### config.mk
export PLATFORM = sky130hd
export DESIGN_NAME = irq_frontend
export DESIGN_NICKNAME = d
export VERILOG_FILES = /design/src/rtl/irq_frontend_pkg.sv /design/src/rtl/irq_sync.sv /design/src/rtl/irq_ctrl.sv /design/src/rtl/irq_datapath.sv /design/src/rtl/irq_frontend.sv
export SDC_FILE = /design/constraint.sdc
export NUM_CORES = 1
export LEC_CHECK = 0
export BUFFER_PORTS_ARGS = -buffer_cell sky130_fd_sc_hd__buf_2
export CAP_MARGIN = 20
export CORE_ASPECT_RATIO = 0.8
export CORE_MARGIN = 4
export CORE_UTILIZATION = 53
export DETAILED_ROUTE_END_ITERATION = 10
export HOLD_SLACK_MARGIN = 0.05
export PLACE_DENSITY = 0.87
export SKIP_LAST_GASP = 1
export SYNTH_ARGS = -nofsm -noshare
export SYNTH_HDL_FRONTEND = slang
export SYNTH_SLANG_ARGS = --single-unit
### constraint.sdc
create_clock -name clk -period 3.1 [get_ports clk]
set_clock_uncertainty 0.1 [all_clocks]
set_input_delay 0.155 -clock clk [delete_from_list [all_inputs] [get_ports clk]]
set_output_delay 0.155 -clock clk [all_outputs]
set_load 0.05 [all_outputs]
### src/rtl/irq_frontend_pkg.sv
package irq_frontend_pkg;
  localparam int FAST_N   = 16;
  localparam int EXT_N    = 32;
  localparam int MACH_N   = 3;
  localparam int EXT_CHAN = 8;
  localparam int RSVD_LO  = 12;
  localparam int SYNC_STAGES = 2;

  typedef struct packed {
    logic [FAST_N-1:0] fastSet;
    logic [FAST_N-1:0] fastClr;
    logic              nmiSet;
    logic              nmiClr;
  } strobe_t;
endpackage

### src/rtl/irq_sync.sv
module irq_sync #(
  parameter int W = 1,
  parameter int STAGES = 2
) (
  input  logic         clk,
  input  logic         rstN,
  input  logic [W-1:0] d,
  output logic [W-1:0] q
);
  logic [STAGES-1:0][W-1:0] chain;

  always_ff @(posedge clk or negedge rstN) begin
    if (!rstN) chain <= '0;
    else       chain <= {chain[STAGES-2:0], d};
  end

  assign q = chain[STAGES-1];
endmodule

### src/rtl/irq_ctrl.sv
module irq_ctrl
  import irq_frontend_pkg::*;
(
  input  logic              clk,
  input  logic              rstN,
  input  logic              nmiSync,
  input  logic [FAST_N-1:0] fastSync,
  input  logic [EXT_N-1:0]  extSync,
  input  logic [FAST_N-1:0] clrFast,
  input  logic              clrNmi,
  output strobe_t           strobe
);
  logic [FAST_N-1:0] fastMerged;
  logic [FAST_N-1:0] fastPrev;
  logic              nmiPrev;
  logic              extAny;

  assign extAny = |extSync;

  genvar ch;
  generate
    for (ch = 0; ch < FAST_N; ch++) begin : g_chan
      if (ch >= RSVD_LO) begin : g_rsvd
        assign fastMerged[ch] = 1'b0;
      end else if (ch == EXT_CHAN) begin : g_fold
        assign fastMerged[ch] = fastSync[ch] | extAny;
      end else begin : g_plain
        assign fastMerged[ch] = fastSync[ch];
      end
    end
  endgenerate

  always_ff @(posedge clk or negedge rstN) begin
    if (!rstN) begin
      fastPrev <= '0;
      nmiPrev  <= 1'b0;
    end else begin
      fastPrev <= fastMerged;
      nmiPrev  <= nmiSync;
    end
  end

  always_comb begin
    strobe.fastSet = fastMerged & ~fastPrev;
    strobe.nmiSet  = nmiSync & ~nmiPrev;
    strobe.fastClr = clrFast;
    strobe.nmiClr  = clrNmi;
  end
endmodule

### src/rtl/irq_datapath.sv
module irq_datapath
  import irq_frontend_pkg::*;
(
  input  logic              clk,
  input  logic              rstN,
  input  strobe_t           strobe,
  input  logic [MACH_N-1:0] machSync,
  input  logic [MACH_N-1:0] machEnable,
  input  logic [FAST_N-1:0] fastEnable,
  output logic              nmiPend,
  output logic [MACH_N-1:0] machPend,
  output logic [FAST_N-1:0] fastPend
);
  logic [FAST_N-1:0] fastLatch;
  logic              nmiLatch;

  always_ff @(posedge clk or negedge rstN) begin
    if (!rstN) begin
      fastLatch <= '0;
      nmiLatch  <= 1'b0;
    end else begin
      fastLatch <= (fastLatch & ~strobe.fastClr) | strobe.fastSet;
      nmiLatch  <= (nmiLatch & ~strobe.nmiClr) | strobe.nmiSet;
    end
  end

  assign nmiPend  = nmiLatch;
  assign machPend = machSync & machEnable;
  assign fastPend = fastLatch & fastEnable;
endmodule

### src/rtl/irq_frontend.sv
module irq_frontend
  import irq_frontend_pkg::*;
(
  input  logic              clk,
  input  logic              rstN,
  input  logic              nmiIn,
  input  logic [MACH_N-1:0] machIn,
  input  logic [FAST_N-1:0] fastIn,
  input  logic [EXT_N-1:0]  extIn,
  input  logic [MACH_N-1:0] machEnable,
  input  logic [FAST_N-1:0] fastEnable,
  input  logic [FAST_N-1:0] clrFast,
  input  logic              clrNmi,
  output logic              nmiPend,
  output logic [MACH_N-1:0] machPend,
  output logic [FAST_N-1:0] fastPend
);
  logic              nmiSync;
  logic [MACH_N-1:0] machSync;
  logic [FAST_N-1:0] fastSync;
  logic [EXT_N-1:0]  extSync;
  strobe_t           strobe;

  irq_sync #(.W(1), .STAGES(SYNC_STAGES)) uNmiSync (
    .clk(clk), .rstN(rstN), .d(nmiIn), .q(nmiSync));
  irq_sync #(.W(MACH_N), .STAGES(SYNC_STAGES)) uMachSync (
    .clk(clk), .rstN(rstN), .d(machIn), .q(machSync));
  irq_sync #(.W(FAST_N), .STAGES(SYNC_STAGES)) uFastSync (
    .clk(clk), .rstN(rstN), .d(fastIn), .q(fastSync));
  irq_sync #(.W(EXT_N), .STAGES(SYNC_STAGES)) uExtSync (
    .clk(clk), .rstN(rstN), .d(extIn), .q(extSync));

  irq_ctrl uCtrl (
    .clk(clk), .rstN(rstN), .nmiSync(nmiSync), .fastSync(fastSync),
    .extSync(extSync), .clrFast(clrFast), .clrNmi(clrNmi), .strobe(strobe));

  irq_datapath uData (
    .clk(clk), .rstN(rstN), .strobe(strobe), .machSync(machSync),
    .machEnable(machEnable), .fastEnable(fastEnable),
    .nmiPend(nmiPend), .machPend(machPend), .fastPend(fastPend));
endmodule

==> flow_metrics.env, run 1 <==
export IMPL_path_cells="and2_1, buf_2"
export IMPL_clk_pin_slew_ps=60
export IMPL_slew_limit_headroom=0.5626
export IMPL_ctsResizeCount=0
export IMPL_initial_core_util=0.5510
export IMPL_rsz0062_at_grt="no"
export IMPL_synthMostInstantiatedCell="dfrtp_1"
export IMPL_ctsHtreeMaxLevel=4
export IMPL_grt_ovfl_total=0
export IMPL_place_congestion=0.7221
export IMPL_synthTopCellsByCount="dfrtp_1, inv_1, and2_1"
export IMPL_grt_first_pass_wirelength_mm=12.25
export IMPL_vias_per_cell=4.556
export IMPL_drc=0
export IMPL_fin_nets=481
export IMPL_synthArstFlopShare=1.000
export IMPL_synth_top_area_share=0.8839
export IMPL_cts_root_buf="clkbuf_8"
export IMPL_syn_area_um2=3567
export IMPL_stdcell_area_um2=5469
export IMPL_wirelength_mm=7.551
export IMPL_clk_path_buf_depth=2
export IMPL_maxCapViolCount=0
export IMPL_cp_max_fo=2
export IMPL_critical_path_endpoint_type="primary output"
export IMPL_vias=2228
export IMPL_crit_path_start_kind="flip-flop"
export IMPL_period_share=0.4984
export IMPL_pin_count=110
export IMPL_required_ps=2840
export IMPL_area_growth_pct=53.31
export IMPL_avgSynthCellArea_um2=17.84
export IMPL_grt_max_degree=75
export IMPL_fin_cells=489
export IMPL_final_core_util=0.8448
export IMPL_finalMaxSlewViolations=0
export IMPL_ys_ff_latch=126
export IMPL_antenna_found_initial=0
export IMPL_synth_flop_cell="dfrtp_1"
export IMPL_fmax_mhz=647.2
export IMPL_synth_area_leader_cell="dfrtp_1"
export IMPL_die_area_um2=8116
export IMPL_cts_sinks=126
export IMPL_powerDensity_nw_per_um2=713.7
export IMPL_synthTopCellsByArea="dfrtp_1, and2_1, inv_1"
export IMPL_coreArea_um2=6474
export IMPL_cpPeakStageDelay_ps=370
export IMPL_insertion_delay_ps=500
export IMPL_tightestPinTransition_ps=656.1
export IMPL_syn_nets=290
export IMPL_dieHeight_um=81.38
export IMPL_busiest_layer="met2"
export IMPL_grt_pass1_vias=2646
export IMPL_grtUsageTotal=0.2122
export IMPL_synth_edf_count=0
export IMPL_power_leakage_uw=0.002697
export IMPL_critPathTopFamily="flip-flops"
export IMPL_status="complete, no violations"
export IMPL_critPathBufInv=1
export IMPL_cts_buffers=17
export IMPL_setup_viol=0
export IMPL_hold_viol=0
export IMPL_drt_initial_drc_count=74
export IMPL_post_cts_buffers=0
export IMPL_synth_cells=200
export IMPL_seq_area_frac_synth=0.8839
export IMPL_hold_buffers=66
export IMPL_power_uw=3903
export IMPL_min_period_ps=1545
export IMPL_num_rows=26
export IMPL_place_hpwl_mm=3.765
export IMPL_fin_setup_tns_ps=0
export IMPL_die_w_um=99.73
export IMPL_nFillCells=315
export IMPL_post_dp_cell_area_um2=4220
export IMPL_yosys_warnings=0
export IMPL_use_met3=0.08584
export IMPL_dp_cells=390
export IMPL_critPathKind="flip-flop to primary output"
export IMPL_cts_tree="yes"
export IMPL_postRouteAntennaNets=0
export IMPL_critPathSlowestCell="dfrtp_1"
export IMPL_grt_util_met1=0.1977
export IMPL_crit_arrival_ps=1290
export IMPL_drive_above_1_share=0.3416
export IMPL_hp_class="input pin to asynchronous set/reset pin"
export IMPL_grt_met2_usage=0.4095
export IMPL_ir_worst_vdd_mv=0.5265
export IMPL_io_buffers=105
export IMPL_synth_cell_types=15
export IMPL_wl_per_cell_um=15.44
export IMPL_dr_pass1_iters=4
==> cell usage in the layout, fill, tap and decap left out, types with 4 or more instances in the layout <==
cell type,n
dfrtp_1,126
buf_2,104
dlygate4sd3_1,66
inv_1,24
and2_1,19
clkbuf_16,16
o22ai_1,12
nor4_1,6
clkbuf_8,5
nor2b_1,4
clkinvlp_4,4
==> state kept, by name, summed over array words and instances (netlist names), 3 cells and up <==
register,count
uData.fastLatch,16
uExtSync.chain,32
uMachSync.q,3
uFastSync.chain,12
uMachSync.chain,3
uExtSync.q,32
uFastSync.q,12
uCtrl.fastPrev,12
==> path summary, 6_finish.rpt <==
path | to | depth (start not counted) | slack (ps) | from
max | fastPend[12] | 2 | 1560 | uData.fastLatch[12]$_DFF_PN0_
min | uData.fastLatch[2]$_DFF_PN0_ | 2 | 120 | rstN
max reg2reg | uData.fastLatch[8]$_DFF_PN0_ | 3 | 1680 | uExtSync.q[10]$_DFF_PN0_
min reg2reg | uFastSync.q[7]$_DFF_PN0_ | 0 | 240 | uFastSync.chain[7]$_DFF_PN0_
max in group asynchronous | uExtSync.chain[19]$_DFF_PN0_ | 3 | 1980 | rstN
min in group clk | uFastSync.chain[4]$_DFF_PN0_ | 2 | 200 | fastIn[4]
==> per-stage QoR <==
step,hold slack (ps),setup WS [ps]
2_1_floorplan,-240.6,1762
3_3_place_gp,116.5,1707
3_5_place_dp,126.6,1683
4_1_cts,141.8,1587
5_1_grt,167.8,1467
6_report,124.0,1555
==> power by group <==
group          switching, µW  total (µW)  internal, µW
logic                    124         244           120
registers               30.1        1760          1730
clock network            671        1900          1230
==> metal layers <==
metal / vias up / part of all wire
met4: 0 / 0.018
li1: 1026 / -
met5: - / 0
met1: 1100 / 0.32
met2: 91 / 0.58
met3: 11 / 0.075
==> cell type report <==
class / instances / area (µm²) / area share
Tap cell: 84 / 105.1 / 0.01922
Multi-Input combinational cell: 50 / 324.1 / 0.05925
Inverter: 24 / 90.09 / 0.01647
Timing Repair Buffer: 172 / 1209 / 0.2210
Clock inverter: 9 / 108.9 / 0.01990
Antenna cell: 1 / 2.502 / 0.0004576
Clock buffer: 23 / 476.7 / 0.08717
Sequential cell: 126 / 3153 / 0.5765
==> worst register-to-register path: cells and delay by family, from the launching register on <==
| family | cells | cell delay, ps |
|---|---|---|
| simple gates | 2 | 680 |
| compound gates | 1 | 130 |
| flops | 1 | 370 |
==> logic make-up (layout without fill, tap and decap cells) <==
kind of cell	Yosys count	in the layout	synth area share
flops	126	126	0.8839
simple gates	37	37	0.06734
buf+inv	24	228	0.02526
compound gates	13	13	0.02350
other cells	0	1	0
(Power assumes the default switching activity.)
==> run 2: changes to the inputs <==
- CORE_UTILIZATION: 53 -> 45
- PLACE_DENSITY: 0.87 -> 0.79
- clock period: 3.1 -> 1.4 ns (I/O delays scaled with it)
==> flow_metrics.env, run 2 (synthesis results as in run 1) <==
export IMPL_crit_path_start_kind="flip-flop"
export IMPL_final_core_util=0.7667
export IMPL_fin_nets=490
export IMPL_power_uw=9154
export IMPL_num_rows=28
export IMPL_tightestPinTransition_ps=380.1
export IMPL_final_common_cell="dfrtp_1"
export IMPL_pwr_share_comb=0.068
export IMPL_post_place_ws_ps=7.067
export IMPL_min_period_ps=1391
export IMPL_ir_worst_vdd_mv=1.128
export IMPL_rsz0062_at_grt="yes"
export IMPL_area_growth_pct=62.64
export IMPL_power_leakage_uw=0.002821
export IMPL_cp_max_fo=2
export IMPL_hp_class="input pin to flip-flop"
export IMPL_finalMaxSlewViolations=0
export IMPL_antenna_found_initial=0
export IMPL_die_area_um2=9425
export IMPL_antenna_cells=0
export IMPL_clk_pin_slew_ps=60
export IMPL_cts_buffers=17
export IMPL_dieHeight_um=87.64
export IMPL_pin_count=110
export IMPL_power_switching_uw=1886
export IMPL_place_hpwl_mm=3.939
export IMPL_vias=2202
export IMPL_status="complete, no violations"
export IMPL_grt_max_degree=44
export IMPL_power_share_switching=0.2060
export IMPL_cts_sinks=126
export IMPL_hold_slack_ps=108.7
export IMPL_intPower_uw=7268
export IMPL_powerDensity_nw_per_um2=1578
export IMPL_initial_core_util=0.4714
export IMPL_slew_limit_headroom=0.7466
export IMPL_crit_arrival_ps=1220
export IMPL_critical_path_endpoint_type="primary output"
export IMPL_nFillCells=430
export IMPL_worst_r2r_cell_count=3
export IMPL_p_clk_frac=0.506
export IMPL_maxCapViolCount=0
export IMPL_coreArea_um2=7567
export IMPL_grtUsageTotal=0.1792
export IMPL_setup_ws_ps=9.373
export IMPL_clk_path_buf_depth=2
export IMPL_grt_pass1_vias=2661
export IMPL_insertion_delay_ps=500
export IMPL_drt_initial_drc_count=68
export IMPL_drc=0
export IMPL_period_share=0.9933
export IMPL_hold_viol=0
export IMPL_ctsHtreeMaxLevel=4
export IMPL_grt_ovfl_total=0
export IMPL_grt_first_pass_wirelength_mm=12.32
export IMPL_critPathKind="flip-flop to primary output"
export IMPL_required_ps=1230
export IMPL_drive_above_1_share=0.3826
export IMPL_setup_viol=0
export IMPL_cts_tree="yes"
export IMPL_place_congestion=0.6569
export IMPL_die_w_um=107.5
export IMPL_most_common_layout_cells="dfrtp_1, buf_2, dlygate4sd3_1, inv_1, clkbuf_16"
export IMPL_fin_setup_tns_ps=0
export IMPL_vias_per_cell=4.251
export IMPL_postRouteAntennaNets=0
export IMPL_fmax_mhz=719.1
export IMPL_wirelength_mm=7.520
export IMPL_p_seq_frac=0.426
export IMPL_dr_pass1_iters=4
export IMPL_holdPathStages=2
export IMPL_cts_root_buf="clkbuf_8"
export IMPL_io_buffers=105
export IMPL_wl_per_cell_um=14.52
run 2: changes by cell type in the layout (fill, tap and decap cells not counted), sizes merged:
cell,delta
buf,+8
inv,+3
bufinv,+2
clkbuf,-2
clkinv,-2
clkinvlp,-1
diode,-1
dlygate4sd3,+1
run 2: what timing repair did:
action,4_1_cts,5_1_grt
buffers inserted,0,5
pin swaps,0,5
endpoints found under the hold margin,191,0
resized for setup,25,33
hold buffers,67,0
endpoints found under the setup margin,15,19
run 2: cell type report:
type	count	area, µm²	share of cell area
well taps	105	131.4	0.02264
clock buffers	21	469.2	0.08087
multi-input cells	50	355.3	0.06125
flip-flops and latches	126	3153	0.5435
repair buffers	181	1425	0.2456
clock inverters	11	177.7	0.03062
inverters	24	90.09	0.01553
run 2: metrics by stage:
step                      instance area [µm²]  std cells
after floorplan                          3567        200
after global placement                   4282        414
after detailed placement                 4282        414
after CTS                                5678        513
after global routing                     5802        518
final                                    5802        518
run 2: power by group through the flow:
| stage | combinational (µW) | sequential (µW) | clock, µW |
|---|---|---|---|
| after floorplan | 152 | 3950 | 0 |
| after global placement | 387 | 3950 | 0 |
| after detailed placement | 398 | 3960 | 0 |
| after CTS | 573 | 3900 | 4710 |
| after global routing | 679 | 3920 | 4900 |
| final | 621 | 3900 | 4630 |
run 2: path summary, 6_finish.rpt:
path	endpoint	slack, ps	from
worst min register to register	uExtSync.q[27]$_DFF_PN0_	240	uExtSync.chain[27]$_DFF_PN0_
worst max-delay path	fastPend[11]	9	uData.fastLatch[11]$_DFF_PN0_
min in group asynchronous	uCtrl.fastPrev[4]$_DFF_PN0_	480	rstN
max in group asynchronous	uExtSync.chain[22]$_DFF_PN0_	180	rstN
worst max register to register	uData.fastLatch[8]$_DFF_PN0_	9	uExtSync.q[10]$_DFF_PN0_
worst min-delay path	uFastSync.chain[1]$_DFF_PN0_	110	fastIn[1]
run 2: layer usage:
metal  routed length, µm  track usage
met4                  80      0.07339
met1                2643       0.1746
met3                 478      0.07074
met2                4318       0.3392
met5                   0            0
run 2: worst max-delay path, stage by stage (launching register included):
cell and delay (ps):
dfrtp_1 390, and2_1 170, buf_6 160
==> run 3: changes to the inputs <==
- CORE_UTILIZATION: 45 -> 47
- CTS_BUF_LIST: not set -> sky130_fd_sc_hd__clkbuf_8
- PLACE_DENSITY: 0.79 -> 0.82
- REMOVE_ABC_BUFFERS: not set -> 1
==> flow_metrics.env, run 3 (synthesis results as in run 1) <==
export IMPL_status="complete, no violations"
export IMPL_setup_ws_ps=10.71
export IMPL_required_ps=1570
export IMPL_crit_arrival_ps=1560
export IMPL_drc=0
export IMPL_initial_core_util=0.4826
export IMPL_cts_root_buf="clkbuf_8"
export IMPL_antenna_cells=0
export IMPL_fin_nets=482
export IMPL_cts_tree="yes"
export IMPL_coreArea_um2=7392
export IMPL_post_place_ws_ps=14.32
export IMPL_critPathKind="flip-flop to flip-flop"
export IMPL_powerDensity_nw_per_um2=1364
export IMPL_hp_class="input pin to asynchronous set/reset pin"
export IMPL_clk_pin_slew_ps=70
export IMPL_post_cts_buffers=0
export IMPL_num_rows=28
export IMPL_hold_viol=0
export IMPL_antenna_found_initial=0
export IMPL_dieHeight_um=85.92
export IMPL_critical_path_endpoint_type="flip-flop"
export IMPL_dr_pass1_iters=3
export IMPL_power_leakage_uw=0.002613
export IMPL_period_share=0.9923
export IMPL_slew_limit_headroom=0.7662
export IMPL_vias=2146
export IMPL_grt_ovfl_total=0
export IMPL_ir_worst_vdd_mv=1.110
export IMPL_grt_first_pass_wirelength_mm=11.30
export IMPL_rsz0062_at_grt="yes"
export IMPL_area_growth_pct=48.79
export IMPL_cts_buffers=17
export IMPL_clk_path_buf_depth=2
export IMPL_io_buffers=105
export IMPL_setup_viol=0
export IMPL_drive_above_1_share=0.3441
export IMPL_die_w_um=105.4
export IMPL_vias_per_cell=4.216
export IMPL_drt_initial_drc_count=53
export IMPL_tightestPinTransition_ps=350.7
export IMPL_die_area_um2=9056
export IMPL_place_congestion=0.6381
export IMPL_place_hpwl_mm=3.657
export IMPL_pin_count=110
export IMPL_hold_slack_ps=114.9
export IMPL_grt_pass1_vias=2467
export IMPL_insertion_delay_ps=410
export IMPL_fmax_mhz=719.8
export IMPL_fin_setup_tns_ps=0
export IMPL_postRouteAntennaNets=0
export IMPL_wirelength_mm=6.818
export IMPL_cp_max_fo=2
export IMPL_wl_per_cell_um=13.39
export IMPL_maxCapViolCount=0
export IMPL_grt_max_degree=72
export IMPL_grtUsageTotal=0.1671
export IMPL_min_period_ps=1389
export IMPL_finalMaxSlewViolations=0
export IMPL_final_common_cell="dfrtp_1"
export IMPL_crit_path_start_kind="flip-flop"
export IMPL_most_common_layout_cells="dfrtp_1, buf_2, dlygate4sd3_1, inv_1, and2_1"
export IMPL_ctsHtreeMaxLevel=4
export IMPL_cts_sinks=126
export IMPL_final_core_util=0.7180
[run 3: changes by cell type in the layout (fill, tap and decap cells not counted), moves of 3 or more]
cell,previous run,this run
clkbuf_16,16,0
clkbuf_8,5,18
and2_4,10,0
bufinv_16,4,1
buf_6,15,0
and2_1,9,19
buf_8,4,0
clkbuf_4,0,3
clkinv_4,1,4
buf_2,85,101
buf_4,8,1
[run 3: power breakdown]
part           total, µW  switching (µW)  internal (µW)
registers           3890            62.6           3830
clock network       2810            1370           1450
logic                540             269            271
[run 3: per-stage QoR]
stage	area [µm²]	total power, µW	instances
after floorplan	3567	4100	200
after global placement	4267	4327	412
after detailed placement	4267	4350	412
after CTS	5300	7310	509
after global routing	5308	7568	509
final	5308	7242	509
[run 3: cell type report]
class / count / area [µm²]
Multi-Input combinational cell: 50 / 330.3
Tap cell: 105 / 131.4
Clock inverter: 13 / 118.9
Sequential cell: 126 / 3153
Clock buffer: 18 / 247.7
Timing Repair Buffer: 173 / 1236
Inverter: 24 / 90.09
Fill cell: 454 / 2085
[run 3: worst paths after layout]
path	end	cells past startpoint	startpoint	slack (ps)
setup / recovery	uData.fastLatch[8]$_DFF_PN0_	3	uExtSync.q[10]$_DFF_PN0_	10
hold / removal	uData.fastLatch[0]$_DFF_PN0_	3	rstN	110
setup reg to reg	uData.fastLatch[8]$_DFF_PN0_	3	uExtSync.q[10]$_DFF_PN0_	10
hold reg to reg	uFastSync.q[10]$_DFF_PN0_	0	uFastSync.chain[10]$_DFF_PN0_	250
max in group asynchronous	uExtSync.chain[27]$_DFF_PN0_	3	rstN	780
min in group clk	uMachSync.chain[0]$_DFF_PN0_	2	machIn[0]	200
[run 3: metal layers]
layer  up-vias  part of all wire  global-route usage
li1       1020                 -                   -
met5         -                 0                   0
met2        85              0.54              0.2980
met3         7             0.081             0.07976
met1      1034              0.38              0.1767
met4         0            0.0063             0.05006
[run 3: critical path: stages, from the launching register on]
cell,delay (ps)
dfrtp_1,360
or4_4,540
nor3_4,130
a41oi_1,120
[run 3: timing repair]
action / in CTS / in global routing
hold buffers: 66 / 0
setup endpoints to repair: 1 / 4
hold endpoints to repair: 191 / 0
gates resized for setup: 1 / 3
pin swaps: 0 / 0
